[config.mk]
export PLATFORM = sky130hd
export DESIGN_NAME = dag_top
export DESIGN_NICKNAME = d
export VERILOG_FILES = /design/src/rtl/dag_pkg.sv /design/src/rtl/dag_ptr_mux.sv /design/src/rtl/dag_addr_calc.sv /design/src/rtl/dag_region.sv /design/src/rtl/dag_stack.sv /design/src/rtl/dag_top.sv
export SDC_FILE = /design/constraint.sdc
export NUM_CORES = 1
export LEC_CHECK = 0
export ABC_AREA = 1
export BUFFER_PORTS_ARGS = -buffer_cell sky130_fd_sc_hd__buf_2
export CAP_MARGIN = 20
export CORE_MARGIN = 8
export CORE_UTILIZATION = 58
export DETAILED_ROUTE_END_ITERATION = 7
export PLACE_DENSITY = 0.89
export SLEW_MARGIN = 20
export SYNTH_ARGS = -nofsm -noshare
export SYNTH_HDL_FRONTEND = slang
export SYNTH_HIERARCHICAL = 1
export SYNTH_SLANG_ARGS = --single-unit
[constraint.sdc]
create_clock -name clk -period 4.51 [get_ports clk]
set_input_delay 0.2255 -clock clk [delete_from_list [all_inputs] [get_ports clk]]
set_output_delay 0.2255 -clock clk [all_outputs]
set_load 0.01 [all_outputs]
[src/rtl/dag_pkg.sv]
package dag_pkg;
   typedef enum logic [1:0] {
      AM_PLAIN   = 2'd0,
      AM_POSTINC = 2'd1,
      AM_PREDEC  = 2'd2,
      AM_DISP    = 2'd3
   } amode_e;

   localparam int RGN_RF   = 0;
   localparam int RGN_IO   = 1;
   localparam int RGN_SRAM = 2;
   localparam int RGN_N    = 3;
endpackage

[src/rtl/dag_ptr_mux.sv]
module dag_ptr_mux
   import dag_pkg::*;
#(
   parameter int          PTR_W     = 16,
   parameter int          Q_W       = 6,
   parameter int          PAIR_BASE = 26,
   parameter logic [2:0]  DISP_MASK = 3'b110
) (
   input  logic [1:0]       sel,
   input  amode_e           mode,
   input  logic [Q_W-1:0]   q,
   input  logic [PTR_W-1:0] x_val,
   input  logic [PTR_W-1:0] y_val,
   input  logic [PTR_W-1:0] z_val,
   output logic [PTR_W-1:0] base,
   output logic [PTR_W-1:0] offs,
   output logic [4:0]       lo_reg
);
   localparam int NPTR = 3;

   logic [PTR_W-1:0] ptr_arr [NPTR];
   logic [NPTR-1:0]  disp_ok;
   logic [1:0]       idx;

   assign ptr_arr[0] = x_val;
   assign ptr_arr[1] = y_val;
   assign ptr_arr[2] = z_val;

   // Offset capability per pointer is a build-time choice.
   for (genvar i = 0; i < NPTR; i++) begin : g_disp
      if (DISP_MASK[i]) begin : g_on
         assign disp_ok[i] = 1'b1;
      end else begin : g_off
         assign disp_ok[i] = 1'b0;
      end
   end

   assign idx    = (sel == 2'd3) ? 2'd2 : sel;
   assign base   = ptr_arr[idx];
   assign offs   = (mode == AM_DISP && disp_ok[idx]) ? PTR_W'(q) : '0;
   assign lo_reg = 5'(PAIR_BASE) + {2'b00, idx, 1'b0};
endmodule

[src/rtl/dag_addr_calc.sv]
module dag_addr_calc
   import dag_pkg::*;
#(
   parameter int PTR_W = 16
) (
   input  amode_e           mode,
   input  logic [PTR_W-1:0] base,
   input  logic [PTR_W-1:0] offs,
   output logic [PTR_W-1:0] addr,
   output logic [PTR_W-1:0] upd,
   output logic             upd_req
);
   localparam logic [PTR_W-1:0] ONE = PTR_W'(1);

   always_comb begin
      addr    = base;
      upd     = base;
      upd_req = 1'b0;
      unique case (mode)
         AM_PLAIN: ;
         AM_POSTINC: begin
            upd     = base + ONE;
            upd_req = 1'b1;
         end
         AM_PREDEC: begin
            addr    = base - ONE;
            upd     = base - ONE;
            upd_req = 1'b1;
         end
         AM_DISP: addr = base + offs;
         default: ;
      endcase
   end
endmodule

[src/rtl/dag_region.sv]
module dag_region
   import dag_pkg::*;
#(
   parameter int AW         = 16,
   parameter int RF_SIZE    = 32,
   parameter int IO_SIZE    = 64,
   parameter int SRAM_BYTES = 256
) (
   input  logic               clk,
   input  logic               rst_n,
   input  logic               active,
   input  logic [AW-1:0]      addr,
   output logic [RGN_N-1:0]   region,
   output logic               oor
);
   localparam int IO_END   = RF_SIZE + IO_SIZE;
   localparam int SRAM_TOP = IO_END + SRAM_BYTES - 1;

   logic in_rf, in_io, in_sram;

   assign in_rf   = addr < AW'(RF_SIZE);
   assign in_io   = !in_rf && (addr < AW'(IO_END));
   assign in_sram = !in_rf && !in_io && (addr <= AW'(SRAM_TOP));

   always_comb begin
      region           = '0;
      region[RGN_RF]   = active && in_rf;
      region[RGN_IO]   = active && in_io;
      region[RGN_SRAM] = active && in_sram;
   end
   assign oor = active && !in_rf && !in_io && !in_sram;

   AST_REGION_ONEHOT: assert property (@(posedge clk) disable iff (!rst_n)
      $onehot0(region));
   AST_OOR_NO_REGION: assert property (@(posedge clk) disable iff (!rst_n)
      oor |-> (region == '0));
   AST_ACTIVE_DECODED: assert property (@(posedge clk) disable iff (!rst_n)
      active |-> ($countones({region, oor}) == 1));
endmodule

[src/rtl/dag_stack.sv]
module dag_stack #(
   parameter int SP_W = 9
) (
   input  logic            clk,
   input  logic            rst_n,
   input  logic            push,
   input  logic            pop,
   input  logic            wr_lo,
   input  logic            wr_hi,
   input  logic [7:0]      wdata,
   output logic [SP_W-1:0] sp,
   output logic [SP_W-1:0] stk_addr
);
   localparam logic [SP_W-1:0] ONE = SP_W'(1);

   logic [SP_W-1:0] sp_q, sp_d, sp_inc;

   assign sp_inc   = sp_q + ONE;
   assign stk_addr = push ? sp_q : sp_inc;
   assign sp       = sp_q;

   always_comb begin
      sp_d = sp_q;
      if (wr_lo || wr_hi) begin
         if (wr_lo) sp_d[7:0] = wdata;
         if (wr_hi) sp_d[SP_W-1:8] = (SP_W-8)'(wdata);
      end else if (push) begin
         sp_d = sp_q - ONE;
      end else if (pop) begin
         sp_d = sp_inc;
      end
   end

   always_ff @(posedge clk or negedge rst_n) begin
      if (!rst_n) sp_q <= '0;
      else        sp_q <= sp_d;
   end

   AST_PUSH_DEC: assert property (@(posedge clk) disable iff (!rst_n)
      (push && !wr_lo && !wr_hi) |=> (sp == $past(sp) - ONE));
   AST_POP_INC: assert property (@(posedge clk) disable iff (!rst_n)
      (pop && !push && !wr_lo && !wr_hi) |=> (sp == $past(sp) + ONE));
   AST_SP_HOLD: assert property (@(posedge clk) disable iff (!rst_n)
      (!push && !pop && !wr_lo && !wr_hi) |=> $stable(sp));
endmodule

[src/rtl/dag_top.sv]
module dag_top
   import dag_pkg::*;
#(
   parameter int          PTR_W      = 16,
   parameter int          Q_W        = 6,
   parameter int          IO_AW      = 6,
   parameter int          SP_W       = 9,
   parameter int          RF_SIZE    = 32,
   parameter int          IO_SIZE    = 64,
   parameter int          SRAM_BYTES = 256,
   parameter int          PAIR_BASE  = 26,
   parameter logic [2:0]  DISP_MASK  = 3'b110
) (
   input  logic             clk,
   input  logic             rst_n,
   input  logic             ptr_en,
   input  logic [1:0]       ptr_sel,
   input  logic [1:0]       ptr_mode,
   input  logic [Q_W-1:0]   disp_q,
   input  logic [PTR_W-1:0] x_ptr,
   input  logic [PTR_W-1:0] y_ptr,
   input  logic [PTR_W-1:0] z_ptr,
   input  logic             io_en,
   input  logic [IO_AW-1:0] io_addr,
   input  logic             push,
   input  logic             pop,
   input  logic             sp_wr_lo,
   input  logic             sp_wr_hi,
   input  logic [7:0]       sp_wdata,
   output logic [PTR_W-1:0] eff_addr,
   output logic [2:0]       region,
   output logic             out_of_range,
   output logic             wb_en,
   output logic [PTR_W-1:0] wb_val,
   output logic [4:0]       wb_reg,
   output logic [SP_W-1:0]  sp
);
   localparam int SRAM_TOP = RF_SIZE + IO_SIZE + SRAM_BYTES - 1;

   if (SP_W < 9 || SP_W > PTR_W) begin : g_bad_spw
      $error("dag_top: SP_W must lie between 9 and PTR_W");
   end
   if (SRAM_TOP >= (1 << SP_W)) begin : g_bad_sram
      $error("dag_top: top of SRAM not reachable by the stack pointer");
   end
   if ((1 << IO_AW) != IO_SIZE) begin : g_bad_io
      $error("dag_top: IO_AW does not match IO_SIZE");
   end
   if (PAIR_BASE + 5 > 31 || PAIR_BASE % 2 != 0) begin : g_bad_pair
      $error("dag_top: pointer pairs must be even and inside 32 registers");
   end

   amode_e           mode;
   logic [PTR_W-1:0] base, offs, ptr_addr, upd;
   logic             upd_req;
   logic [SP_W-1:0]  stk_addr;
   logic             stk_sel, io_sel, ptr_win, active;

   assign mode    = amode_e'(ptr_mode);
   assign stk_sel = push || pop;
   assign io_sel  = !stk_sel && io_en;
   assign ptr_win = !stk_sel && !io_en && ptr_en;
   assign active  = stk_sel || io_en || ptr_en;

   dag_ptr_mux #(
      .PTR_W(PTR_W), .Q_W(Q_W), .PAIR_BASE(PAIR_BASE), .DISP_MASK(DISP_MASK)
   ) u_mux (
      .sel(ptr_sel), .mode(mode), .q(disp_q),
      .x_val(x_ptr), .y_val(y_ptr), .z_val(z_ptr),
      .base(base), .offs(offs), .lo_reg(wb_reg)
   );

   dag_addr_calc #(.PTR_W(PTR_W)) u_calc (
      .mode(mode), .base(base), .offs(offs),
      .addr(ptr_addr), .upd(upd), .upd_req(upd_req)
   );

   dag_stack #(.SP_W(SP_W)) u_stack (
      .clk(clk), .rst_n(rst_n), .push(push), .pop(pop),
      .wr_lo(sp_wr_lo), .wr_hi(sp_wr_hi), .wdata(sp_wdata),
      .sp(sp), .stk_addr(stk_addr)
   );

   always_comb begin
      if (stk_sel)     eff_addr = PTR_W'(stk_addr);
      else if (io_sel) eff_addr = PTR_W'(io_addr) + PTR_W'(RF_SIZE);
      else if (ptr_en) eff_addr = ptr_addr;
      else             eff_addr = '0;
   end

   assign wb_en  = ptr_win && upd_req;
   assign wb_val = upd;

   dag_region #(
      .AW(PTR_W), .RF_SIZE(RF_SIZE), .IO_SIZE(IO_SIZE), .SRAM_BYTES(SRAM_BYTES)
   ) u_region (
      .clk(clk), .rst_n(rst_n), .active(active), .addr(eff_addr),
      .region(region), .oor(out_of_range)
   );

   AST_WB_ONLY_PTR: assert property (@(posedge clk) disable iff (!rst_n)
      wb_en |-> (ptr_en && !push && !pop && !io_en));
   AST_IDLE_QUIET: assert property (@(posedge clk) disable iff (!rst_n)
      !(ptr_en || io_en || push || pop) |-> (region == 3'b000 && !out_of_range && !wb_en));
   AST_IO_REGION: assert property (@(posedge clk) disable iff (!rst_n)
      (io_en && !push && !pop) |-> (region == 3'b010));
   AST_DISP_NO_WB: assert property (@(posedge clk) disable iff (!rst_n)
      (ptr_mode == 2'd3) |-> !wb_en);
endmodule

==> results of run 1 <==
[power breakdown]
part	switching (uW)	internal, uW	total (uW)	leakage, uW
logic	414	218	633	0.00267
registers	20.9	91.9	113	0.000107
clock network	30.2	61.4	91.6	0.0000228
total	465	372	837	0.00280
[metal layers]
metal | wire length (um) | share of wire
met5 | 0 | 0
met4 | 446 | 0.032
met3 | 1720 | 0.12
met2 | 6000 | 0.43
met1 | 5720 | 0.41
[logic make-up (layout without fill, tap and decap cells)]
| group | after synthesis | in the layout | share of synthesized area |
|---|---|---|---|
| other cells | 2 | 13 | 0.00175 |
| fa+ha+maj | 25 | 25 | 0.0745 |
| flops | 9 | 9 | 0.0524 |
| xor+xnor | 1 | 1 | 0.00204 |
| buf+inv | 157 | 255 | 0.182 |
| simple gates | 533 | 533 | 0.566 |
| compound gates | 92 | 92 | 0.121 |
[critical path: cells and delay by family]
| family | cells | cell delay, ns |
|---|---|---|
| AND/OR/NAND/NOR | 13 | 1.39 |
| adder cells (fa/ha/maj) | 2 | 0.59 |
| buffers and inverters | 6 | 0.85 |
| AO/OA/AOI/OAI | 2 | 0.37 |
[what timing repair did]
item,4_1_cts,5_1_grt
setup endpoints to repair,0,0
hold buffers,1,0
endpoints found under the hold margin,9,0
[final timing paths]
path	end	cells past startpoint	slack, ns	startpoint
max reg2reg	u_stack/sp[6]	9	2.90	u_stack/sp[0]
min in group asynchronous	u_stack/sp[4]	2	0.37	rst_n
min	u_stack/sp[2]	3	0.27	sp_wdata[2]
max in group asynchronous	u_stack/sp[2]	2	3.95	rst_n
min reg2reg	u_stack/sp[7]	2	0.62	u_stack/sp[7]
max	out_of_range	23	0.86	ptr_sel[1]
[layout by cell type, fill, tap and decap left out, types with 2 or more instances in the layout]
cell type	instances
sky130_fd_sc_hd__nand2_1	268
sky130_fd_sc_hd__buf_2	127
sky130_fd_sc_hd__nand3_1	126
sky130_fd_sc_hd__inv_1	107
sky130_fd_sc_hd__nor2_1	68
sky130_fd_sc_hd__o21ai_0	41
sky130_fd_sc_hd__ha_1	24
sky130_fd_sc_hd__a21oi_1	22
sky130_fd_sc_hd__nand4_1	14
sky130_fd_sc_hd__nor2_2	14
sky130_fd_sc_hd__conb_1	13
sky130_fd_sc_hd__nor3_1	11
sky130_fd_sc_hd__inv_2	9
sky130_fd_sc_hd__dfrtp_1	9
sky130_fd_sc_hd__nand2_2	7
sky130_fd_sc_hd__nor2_4	7
sky130_fd_sc_hd__o21ai_1	6
sky130_fd_sc_hd__a31oi_1	6
sky130_fd_sc_hd__o211ai_1	6
sky130_fd_sc_hd__nand3b_1	5
sky130_fd_sc_hd__buf_4	5
sky130_fd_sc_hd__o21a_1	4
sky130_fd_sc_hd__nand3_4	3
sky130_fd_sc_hd__clkbuf_8	3
sky130_fd_sc_hd__and2_1	3
sky130_fd_sc_hd__o221ai_1	3
sky130_fd_sc_hd__nor2_8	2
sky130_fd_sc_hd__or2_2	2
sky130_fd_sc_hd__nand3_2	2
sky130_fd_sc_hd__a21oi_2	2
[through the flow]
stage | total power, uW | instance area [um^2]
after CTS | 823 | 4860
after floorplan | 562 | 4340
after global placement | 720 | 4800
after detailed placement | 727 | 4800
after global routing | 920 | 4860
final | 837 | 4860
[cell type report]
class	instances	area, um^2	area share
Clock buffer	4	45.0	0.00927
Inverter	118	447	0.0919
Multi-Input combinational cell	664	3330	0.686
Sequential cell	9	225	0.0464
Tap cell	99	124	0.0255
Timing Repair Buffer	133	683	0.141
==> run summary, run 1 <==
Outcome = complete, no violations
Type of the tightest min-delay check = in -> reg
Die height = 102 um
Cell at the root of the clock tree = sky130_fd_sc_hd__clkbuf_8
Met1 track demand over resource = 0.336
Clock latency at the later pin of the worst-skew pair = 0.23 ns
Die Width = 102 um
Static power due to leakage = 0.00280 uW
Starting utilization of the core area = 0.596
Flip-flop and latch count after synthesis = 9
Met2 routing resource usage after global routing = 0.423
Flip-flop count of the largest register, all copies and words added = 9
Detailed-router iteration count before antenna repair = 6
Routed vias/inst = 5.58
Final-report hold violation count = 0
Post-Synthesis Mean Instance Area = 5.25 um^2
Most repeated library cell on the critical path = sky130_fd_sc_hd__nand3_1
Total length of routed wires = 13,900 um
Number of top-level pins = 131
IO buf count = 127
Min Tclk post-route = 3.65 ns
Core area = 0.00721 mm^2
VDD IR max = 0.000107 V
Final worst-path setup slack = 0.859 ns
Clock tree sinks = 9
Final sum of negative setup slack = 0 ns
Proportion of synthesized flip-flops having asynchronous set or reset = 1.00
Filler cell count in the final layout = 714
Global placer's final weighted congestion = 1.02
Setup slack after placement = 0.931 ns
Global-route usage over all layers = 0.264
Number of nets still failing antenna checks after routing = 0
Most Used Layer, Global Route = met2
Routed wire per std cell = 13.5 um
Number of max-cap violations = 0
Instance count of the mapped netlist = 819
Number of H-tree levels = 1
Post-CTS Setup Bufs = 0
Transition at the pin with the smallest max-transition slack = 0.548 ns
Inserted Clock Buffers = 3
Leading post-synthesis cells by cell area = sky130_fd_sc_hd__nand2_1 23%, sky130_fd_sc_hd__nand3_1 15%, sky130_fd_sc_hd__inv_1 9.3%
Largest net degree at the start of global routing = 29
Number of diodes = 0
Maximum cell stage delay along the critical path = 0.36 ns
RSZ-0062 raised after global routing = false
Post-synthesis cell type with the largest combined area = sky130_fd_sc_hd__nand2_1
Vias in the first global route = 5,222
TritonCTS clock tree = done
Area growth syn-to-layout = 13.0%
Slew headroom = 0.634
Wire length of the first global-routing pass = 23,000 um
Die footprint = 0.0104 mm^2
Share of final-layout standard cells stronger than drive strength 1 = 0.202
Count of instances resized after the clock tree is built = 0
Detailed Route Iter0 Violations = 601
Data arrival time of the critical path = 3.43 ns
Critical path, cell by cell = buf_2 > inv_2 > nand3_1 > nand3_1 > ha_1 > inv_1 > fa_1 > inv_1 > nand3_1 > nand3_1 > nand2_1 > nand3b_1 > nand3_1 > o211ai_1 > inv_1 > o21ai_1 > nor2_1 > nand2_1 > nor2_2 > nand2_1 > nand2_1 > nor2_1 > buf_2
Slowest stage cell, crit path = sky130_fd_sc_hd__fa_1
Worst Setup Path Type = in -> out
Total via count in the routed design = 5,726
Antenna violations before repair = 0
Final worst hold slack = 0.270 ns
Placement row count = 31
Max Clk Rate = 274 MHz
Critical Path Sink Type = primary output
Required time of the worst setup path = 4.28 ns
Dominant synthesized flop cell = sky130_fd_sc_hd__dfrtp_1
Clock Path Buffers = 2
Netlist area before placement = 0.00430 mm^2
Remaining global-route overflow = 0
Share of the clock period used by the worst path after layout = 0.809
GR met3 Demand/Resource = 0.0538
Count of placed standard cells including taps = 1,022
Sort of element at the start of the critical path = input port
Number of distinct library cell variants in the gate-level netlist after synthesis = 39
Final setup viols = 0
HPWL after detailed placement = 11,500 um
Post-layout instance count excluding filler cells = 1,027
Number of max-slew violations in the final report = 0
PD cells = 172 mW/mm^2
Area share of the largest cell type after synthesis = 0.234
Maximum fanout count along the critical path = 18
Number of remaining DRC errors = 0
Most common cell in the netlist = sky130_fd_sc_hd__nand2_1
Commonest cells in the netlist = 268 x sky130_fd_sc_hd__nand2_1, 126 x sky130_fd_sc_hd__nand3_1, 107 x sky130_fd_sc_hd__inv_1, 68 x sky130_fd_sc_hd__nor2_1, 41 x sky130_fd_sc_hd__o21ai_0
Part of the Yosys area used for sequential elements = 0.0524
Clock Skews = 0.00634 ns
Count of flip-flops with a built-in enable after synthesis = 0
Nets@finish = 1,034
Count of warnings emitted by yosys = 6
Utilization after layout = 0.673
Clock transition at path regs = 0.04 ns
No activity file was read; power rests on OpenSTA's default activity.
==> run 2: changes to the inputs <==
--- a/config.mk
+++ b/config.mk
@@ -5,13 +5,13 @@
 export SDC_FILE = /design/constraint.sdc
 export NUM_CORES = 1
 export LEC_CHECK = 0
-export ABC_AREA = 1
+export ABC_AREA = 0
 export BUFFER_PORTS_ARGS = -buffer_cell sky130_fd_sc_hd__buf_2
 export CAP_MARGIN = 20
 export CORE_MARGIN = 8
-export CORE_UTILIZATION = 58
+export CORE_UTILIZATION = 48
 export DETAILED_ROUTE_END_ITERATION = 7
-export PLACE_DENSITY = 0.89
+export PLACE_DENSITY = 0.79
 export SLEW_MARGIN = 20
 export SYNTH_ARGS = -nofsm -noshare
 export SYNTH_HDL_FRONTEND = slang
==> constraint.sdc (replaced) <==
create_clock -name clk -period 2.97 [get_ports clk]
set_input_delay 0.1485 -clock clk [delete_from_list [all_inputs] [get_ports clk]]
set_output_delay 0.1485 -clock clk [all_outputs]
set_load 0.01 [all_outputs]
==> run summary, run 2 <==
Remaining global-route overflow = 0 (unchanged)
Final worst-path setup slack = -0.428 ns (-1.29 ns)
Die Width = 107 um (+5.0%)
Placement row count = 33 (+6.5%)
Total length of routed wires = 15,900 um (+14%)
Proportion of synthesized area in mux cells = 0.0824 (+0.0824)
Largest net degree at the start of global routing = 27 (-6.9%)
Clock Skews = 0.00300 ns (-0.00334 ns)
DP Area = 0.00539 mm^2 (+12%)
Proportion of synthesized flip-flops having asynchronous set or reset = 1.00 (unchanged)
Post-Synthesis Mean Instance Area = 6.89 um^2 (+31%)
Instance count of the mapped netlist = 580 (-29%)
Routed vias/inst = 6.09 (+9.2%)
Transition at the pin with the smallest max-transition slack = 0.612 ns (+0.0640 ns)
Data arrival time of the critical path = 3.25 ns (-0.18 ns)
Die footprint = 0.0115 mm^2 (+10%)
Flip-flop and latch count after synthesis = 9 (unchanged)
Number of H-tree levels = 1 (unchanged)
Worst Setup Path Type = in -> out
Hold wc startpoint = sp_wdata[1]
Count of warnings emitted by yosys = 6 (unchanged)
Detailed-router iteration count before antenna repair = 5 (-1)
Share of final-layout standard cells stronger than drive strength 1 = 0.398 (+0.197)
Part of the Yosys area used for sequential elements = 0.0564 (+0.00402)
Type of the tightest min-delay check = in -> reg
Worst-case register-to-register setup slack = 1.01 ns (-1.89 ns)
Total via count in the routed design = 5,427 (-5.2%)
Count of flip-flops with a built-in enable after synthesis = 0 (unchanged)
Clock Path Buffers = 2 (unchanged)
Cell depth of the worst min-delay path = 3 (unchanged)
Clock tree sinks = 9 (unchanged)
HPWL after detailed placement = 12,600 um (+9.6%)
Outcome = complete, but fails checks
Netlist area before placement = 0.00399 mm^2 (-7.1%)
Number of diodes = 0 (unchanged)
Wire length of the first global-routing pass = 25,300 um (+10%)
Critical Path Sink Type = primary output
Global placer's final weighted congestion = 0.972 (-4.5%)
Setup slack after placement = -0.598 ns (-1.53 ns)
Cell Int Power = 775 uW (+110%)
Dominant synthesized flop cell = sky130_fd_sc_hd__dfrtp_1
Post-synthesis cell type with the largest combined area = sky130_fd_sc_hd__ha_1
Number of remaining DRC errors = 0 (unchanged)
Area growth syn-to-layout = 44.0%
Final setup viols = 5 (+5)
Sw power = 704 uW (+51%)
Violated checks = negative setup slack
Detailed Route Iter0 Violations = 391 (-35%)
Number of distinct library cell variants in the gate-level netlist after synthesis = 83 (+110%)
Cell at the root of the clock tree = sky130_fd_sc_hd__clkbuf_8
Max Clk Rate = 294 MHz
Flip-flop count of the largest register, all copies and words added = 9 (unchanged)
Die height = 107 um (+5.0%)
Min Tclk post-route = 3.40 ns
Clock transition at path regs = 0.04 ns (about the same)
FF-to-FF End = u_stack/sp[5]
Maximum fanout count along the critical path = 5 (-13)
Commonest cells in the netlist = 60 x sky130_fd_sc_hd__nand2_1, 37 x sky130_fd_sc_hd__o21ai_0, 33 x sky130_fd_sc_hd__nor2_1, 31 x sky130_fd_sc_hd__a21oi_1, 31 x sky130_fd_sc_hd__clkbuf_1
Post-Synth Simple-Gate Area = 0.304 (-0.263)
Clock group share of total power = 0.097 (-0.012)
PD cells = 257 mW/mm^2 (+49%)
Antenna violations before repair = 0 (unchanged)
Share of total power consumed by net switching = 0.476 (-0.0799)
Start of the worst register-to-register path = u_stack/sp[1]
Commonest non-fill, non-tap cell in the layout = sky130_fd_sc_hd__buf_2
Post-synthesis xor/xnor area fraction = 0.0570 (+0.0550)
Final-report hold violation count = 0 (unchanged)
Adder-Cell Fraction of Synth Area = 0.0802 (+0.00572)
TritonCTS clock tree = done
Reg2reg path depth = 4 (-5)
Starting utilization of the core area = 0.491 (-0.105)
Required time of the worst setup path = 2.82 ns (-1.46 ns)
Sort of element at the start of the critical path = input port
Largest family of logic cells by synthesized area = compound AO/OA/AOI/OAI gates
Most common cell in the netlist = sky130_fd_sc_hd__nand2_1
Global-route usage over all layers = 0.263 (-0.000644)
Number of max-slew violations in the final report = 0 (unchanged)
Area share of the largest cell type after synthesis = 0.0752 (-0.159)
VDD IR max = 0.000377 V (+250%)
Number of nets still failing antenna checks after routing = 0 (unchanged)
Terminating pin of the worst hold path = u_stack/sp[1]
Synthesized-area fraction occupied by ao, oa, aoi and oai cells = 0.311 (+0.190)
IO buf count = 127 (unchanged)
Cell area after layout = 0.00575 mm^2 (+18%)
Number of top-level pins = 131 (unchanged)
Sequential cell fraction of total power = 0.117 (-0.018)
Core area = 0.00813 mm^2 (+13%)
Slew headroom = 0.590 (-0.0442)
Number of max-cap violations = 0 (unchanged)
RSZ-0062 raised after global routing = true
Leading post-synthesis cells by cell area = sky130_fd_sc_hd__ha_1 7.5%, sky130_fd_sc_hd__mux2i_1 6.3%, sky130_fd_sc_hd__dfrtp_1 5.6%
Inserted Clock Buffers = 3 (unchanged)
Share of the clock period used by the worst path after layout = 1.14
Clock latency at the later pin of the worst-skew pair = 0.23 ns (about the same)
Fraction of power consumed by combinational cells = 0.786 (+0.030)
Overall power of the completed layout = 1480 uW (+77%)
Final sum of negative setup slack = -1.83 ns (-1.83 ns)
Top library cells by usage in the layout, fill and taps aside = 124 x sky130_fd_sc_hd__buf_2, 117 x sky130_fd_sc_hd__buf_4, 60 x sky130_fd_sc_hd__nand2_1
Nets@finish = 892 (-14%)
Static power due to leakage = 0.00267 uW (-4.5%)
Vias in the first global route = 5,391 (+3.2%)
Routed wire per std cell = 17.8 um (+32%)
[run 2: cell count changes after synthesis, sizes merged, moves of 13 or more]
cell / before / now
a211oi: 0 / 13
and2: 3 / 18
clkbuf: 4 / 32
inv: 117 / 21
mux2i: 0 / 25
nand2: 275 / 61
nand3: 131 / 17
nor2: 91 / 33
xnor2: 0 / 18
[run 2: cell type report]
class | instances | area [um^2]
Clock buffer | 4 | 45.0
Fill cell | 686 | 2380
Inverter | 23 | 86.3
Multi-Input combinational cell | 498 | 3600
Sequential cell | 9 | 225
Tap cell | 105 | 131
Timing Repair Buffer | 252 | 1660
[run 2: timing repair]
action	in CTS	in global routing
hold endpoints to repair	9	0
pin swaps	20	13
resized for setup	26	19
buffers inserted	6	4
hold buffers	1	0
endpoints found under the setup margin	12	10
gates cloned	1	0
[run 2: worst max-delay path by stage]
stage / start / endpoint / slack (ns) / cells after the start
floorplan: ptr_sel[0] / region[0] / -0.07 / 15
global placement: ptr_sel[0] / region[0] / -0.49 / 15
detailed placement: ptr_sel[0] / region[0] / -0.60 / 15
CTS: ptr_sel[0] / region[0] / -0.21 / 16
global route: ptr_sel[0] / out_of_range / -0.51 / 20
finish: ptr_sel[0] / out_of_range / -0.43 / 20
[run 2: worst max-delay path: stages]
cell	delay, ns
sky130_fd_sc_hd__buf_12	0.11
sky130_fd_sc_hd__buf_6	0.11
sky130_fd_sc_hd__mux2i_4	0.19
sky130_fd_sc_hd__o21ai_4	0.19
sky130_fd_sc_hd__ha_4	0.16
sky130_fd_sc_hd__inv_2	0.04
sky130_fd_sc_hd__fa_2	0.38
sky130_fd_sc_hd__nor2b_4	0.15
sky130_fd_sc_hd__o31ai_4	0.11
sky130_fd_sc_hd__buf_4	0.17
sky130_fd_sc_hd__buf_6	0.11
sky130_fd_sc_hd__a2111oi_4	0.31
sky130_fd_sc_hd__buf_4	0.17
sky130_fd_sc_hd__nor3_2	0.04
sky130_fd_sc_hd__o31ai_2	0.23
sky130_fd_sc_hd__and2_4	0.21
sky130_fd_sc_hd__nor3_4	0.05
sky130_fd_sc_hd__o211ai_1	0.09
sky130_fd_sc_hd__and2_1	0.14
sky130_fd_sc_hd__buf_2	0.12
[run 2: logic make-up (layout without fill, tap and decap cells)]
kind of cell	Yosys count	in the layout
AND/OR/NAND/NOR	220	220
adder cells (fa/ha/maj)	25	25
other	2	13
flip-flops	9	9
buffers and inverters	84	279
multiplexers	32	32
XOR/XNOR	26	26
AO/OA/AOI/OAI	182	182
[run 2: power by group through the flow]
stage,registers [uW],clock network (uW),logic [uW]
finish,173,144,1160
global route,177,152,1260
CTS,173,142,1110
detailed placement,174,0,1070
global placement,173,0,1040
floorplan,164,0,663
[run 2: metrics by stage]
step / instances / hold WS, ns / util
floorplan: 591 / -0.147 / -
global placement: 875 / 0.00694 / 0.663
detailed placement: 875 / 0.0104 / 0.663
CTS: 887 / 0.132 / 0.691
global route: 891 / 0.134 / 0.707
finish: 891 / 0.130 / 0.707
[run 2: layer usage]
layer / vias to the layer above / part of all wire / GRT usage
li1: 2556 / - / -
met1: 2564 / 0.39 / 0.314
met2: 255 / 0.50 / 0.467
met3: 52 / 0.072 / 0.0342
met4: 0 / 0.036 / 0.0955
met5: - / 0 / 0
==> run 3: changes to the inputs <==
--- a/config.mk
+++ b/config.mk
@@ -12,6 +12,7 @@
 export CORE_UTILIZATION = 48
 export DETAILED_ROUTE_END_ITERATION = 7
 export PLACE_DENSITY = 0.79
+export SKIP_CTS_REPAIR_TIMING = 1
 export SLEW_MARGIN = 20
 export SYNTH_ARGS = -nofsm -noshare
 export SYNTH_HDL_FRONTEND = slang
==> run summary, run 3 (synthesis results as in run 2) <==
Violated checks = negative setup slack
Die footprint = 0.0115 mm^2 (unchanged)
Overall power of the completed layout = 1470 uW (-0.84%)
Final setup viols = 5 (unchanged)
Data arrival time of the critical path = 3.17 ns (-0.08 ns)
Die Width = 107 um (unchanged)
Setup slack after placement = -0.598 ns (unchanged)
Detailed Route Iter0 Violations = 378 (-3.3%)
Sw power = 699 uW (-0.61%)
RSZ-0062 raised after global routing = true
Required time of the worst setup path = 2.82 ns (about the same)
Cell at the root of the clock tree = sky130_fd_sc_hd__clkbuf_8
Nets@finish = 889 (-0.34%)
Clock group share of total power = 0.100 (+0.003)
Clock tree sinks = 9 (unchanged)
Start of the worst register-to-register path = u_stack/sp[1]
Min Tclk post-route = 3.32 ns (-0.0786 ns)
Final worst hold slack = 0.130 ns (+0.0000690 ns)
Commonest non-fill, non-tap cell in the layout = sky130_fd_sc_hd__buf_2
Sort of element at the start of the critical path = input port
Sequential cell fraction of total power = 0.118 (about the same)
Global placer's final weighted congestion = 0.972 (unchanged)
Top library cells by usage in the layout, fill and taps aside = 125 x sky130_fd_sc_hd__buf_2, 114 x sky130_fd_sc_hd__buf_4, 60 x sky130_fd_sc_hd__nand2_1
Die height = 107 um (unchanged)
Total via count in the routed design = 5,398 (-0.53%)
Worst-case register-to-register setup slack = 1.01 ns (about the same)
Cell depth of the worst min-delay path = 3 (unchanged)
HPWL after detailed placement = 12,600 um (unchanged)
Multi-input combinational cell area = 0.00355 mm^2 (-1.5%)
Share of total power consumed by net switching = 0.477 (+0.00110)
Hold wc startpoint = sp_wdata[1]
FF-to-FF End = u_stack/sp[5]
Total length of routed wires = 15,900 um (+0.16%)
Length of routed met2 wiring = 7960 um (-0.48%)
Transition at the pin with the smallest max-transition slack = 0.619 ns (+0.00664 ns)
Combined buffer and inverter count along the critical path = 4 (-3)
Final worst-path setup slack = -0.349 ns (+0.0786 ns)
Critical path, cell by cell = buf_12 > buf_6 > mux2i_2 > o21ai_2 > ha_4 > inv_2 > fa_2 > nor2b_4 > o31ai_4 > a211oi_2 > o31a_1 > o311ai_2 > and2_4 > nor4_4 > nand4_2 > nor3_4 > buf_2
IO buf count = 127 (unchanged)
TritonCTS clock tree = done
Type of the tightest min-delay check = in -> reg
Metal1 wirelength = 6240 um (+1.1%)
Worst Setup Path Type = in -> out
Share of final-layout standard cells stronger than drive strength 1 = 0.388 (-0.00997)
Wire length of the first global-routing pass = 24,600 um (-2.6%)
Filler cell count in the final layout = 692 (+0.87%)
Met3 WL post-DR = 1140 um (+0.26%)
Reg2reg path depth = 4 (unchanged)
Number of H-tree levels = 1 (unchanged)
Static power due to leakage = 0.00262 uW (-1.9%)
Core area = 0.00813 mm^2 (unchanged)
Vias in the first global route = 5,247 (-2.7%)
Slew headroom = 0.586 (-0.00445)
Remaining global-route overflow = 0 (unchanged)
Routed wire per std cell = 17.9 um (+0.50%)
PD cells = 259 mW/mm^2 (+0.76%)
Number of nets still failing antenna checks after routing = 0 (unchanged)
Detailed-router iteration count before antenna repair = 5 (unchanged)
Flip-flop count of the largest register, all copies and words added = 9 (unchanged)
Clock Path Buffers = 2 (unchanged)
Clock Skews = 0.00664 ns (+0.00365 ns)
Routed vias/inst = 6.08 (-0.20%)
Fraction of power consumed by combinational cells = 0.782 (-0.004)
Reg area = 225 um^2 (unchanged)
Antenna violations before repair = 0 (unchanged)
Critical Path Sink Type = primary output
Family with the most delay on the worst path = simple AND/OR/NAND/NOR gates
VDD IR max = 0.000379 V (+0.51%)
Share of the clock period used by the worst path after layout = 1.12 (-0.0265)
Cell Int Power = 767 uW (-1.0%)
Largest net degree at the start of global routing = 27 (unchanged)
Number of diodes = 0 (unchanged)
Number of remaining DRC errors = 0 (unchanged)
Clock latency at the later pin of the worst-skew pair = 0.24 ns (about the same)
Number of max-slew violations in the final report = 0 (unchanged)
Number of max-cap violations = 0 (unchanged)
Uppermost layer routed = met4
Starting utilization of the core area = 0.491 (unchanged)
Clock transition at path regs = 0.04 ns (about the same)
Slowest stage cell, crit path = sky130_fd_sc_hd__fa_2
Global-route usage over all layers = 0.256 (-0.00738)
Max Clk Rate = 301 MHz (+2.4%)
Maximum fanout count along the critical path = 5 (unchanged)
Area growth syn-to-layout = 41.7%
Terminating pin of the worst hold path = u_stack/sp[1]
Number of top-level pins = 131 (unchanged)
Inserted Clock Buffers = 3 (unchanged)
Final-report hold violation count = 0 (unchanged)
Outcome = complete, but fails checks
Placement row count = 33 (unchanged)
Maximum cell stage delay along the critical path = 0.38 ns (about the same)
run 3: power groups by stage:
stage / Clock [uW] / Sequential (uW) / Combinational (uW)
finish: 146 / 174 / 1150
global route: 155 / 177 / 1240
CTS: 142 / 173 / 1070
detailed placement: 0 / 174 / 1070
global placement: 0 / 173 / 1040
floorplan: 0 / 164 / 663
run 3: worst max-delay path by stage:
stage	from	end	slack, ns	cells after the start
floorplan	ptr_sel[0]	region[0]	-0.07	15
global placement	ptr_sel[0]	region[0]	-0.49	15
detailed placement	ptr_sel[0]	region[0]	-0.60	15
CTS	ptr_sel[0]	region[0]	-0.61	15
global route	ptr_sel[0]	region[0]	-0.46	17
finish	ptr_sel[0]	region[0]	-0.35	17
run 3: worst min-delay path, delay by kind of cell:
kind,cells,cell delay [ns]
and+or+nand+nor,1,0.04
buffers and inverters,1,0.07
AOI/OAI and AO/OA,1,0.06
run 3: per-layer routing:
layer / GRT usage / vias up
li1: - / 2545
met1: 0.315 / 2527
met2: 0.448 / 272
met3: 0.0270 / 54
met4: 0.0884 / 0
met5: 0 / -
run 3: layout make-up:
| cell class | count | share of cell area |
|---|---|---|
| Multi-Input combinational cell | 498 | 0.627 |
| Inverter | 23 | 0.0153 |
| Tap cell | 105 | 0.0232 |
| Timing Repair Buffer | 249 | 0.287 |
| Clock buffer | 4 | 0.00796 |
| Sequential cell | 9 | 0.0398 |
run 3: stage by stage:
step                      std cells  utilization  cell area [um^2]  setup TNS, ns
final                           888        0.696              5660          -1.40
after floorplan                 591            -              4120        -0.0816
after detailed placement        875        0.663              5390          -2.51
after global routing            888        0.696              5660          -1.89
after global placement          875        0.663              5390          -1.69
after CTS                       879        0.669              5440          -2.62
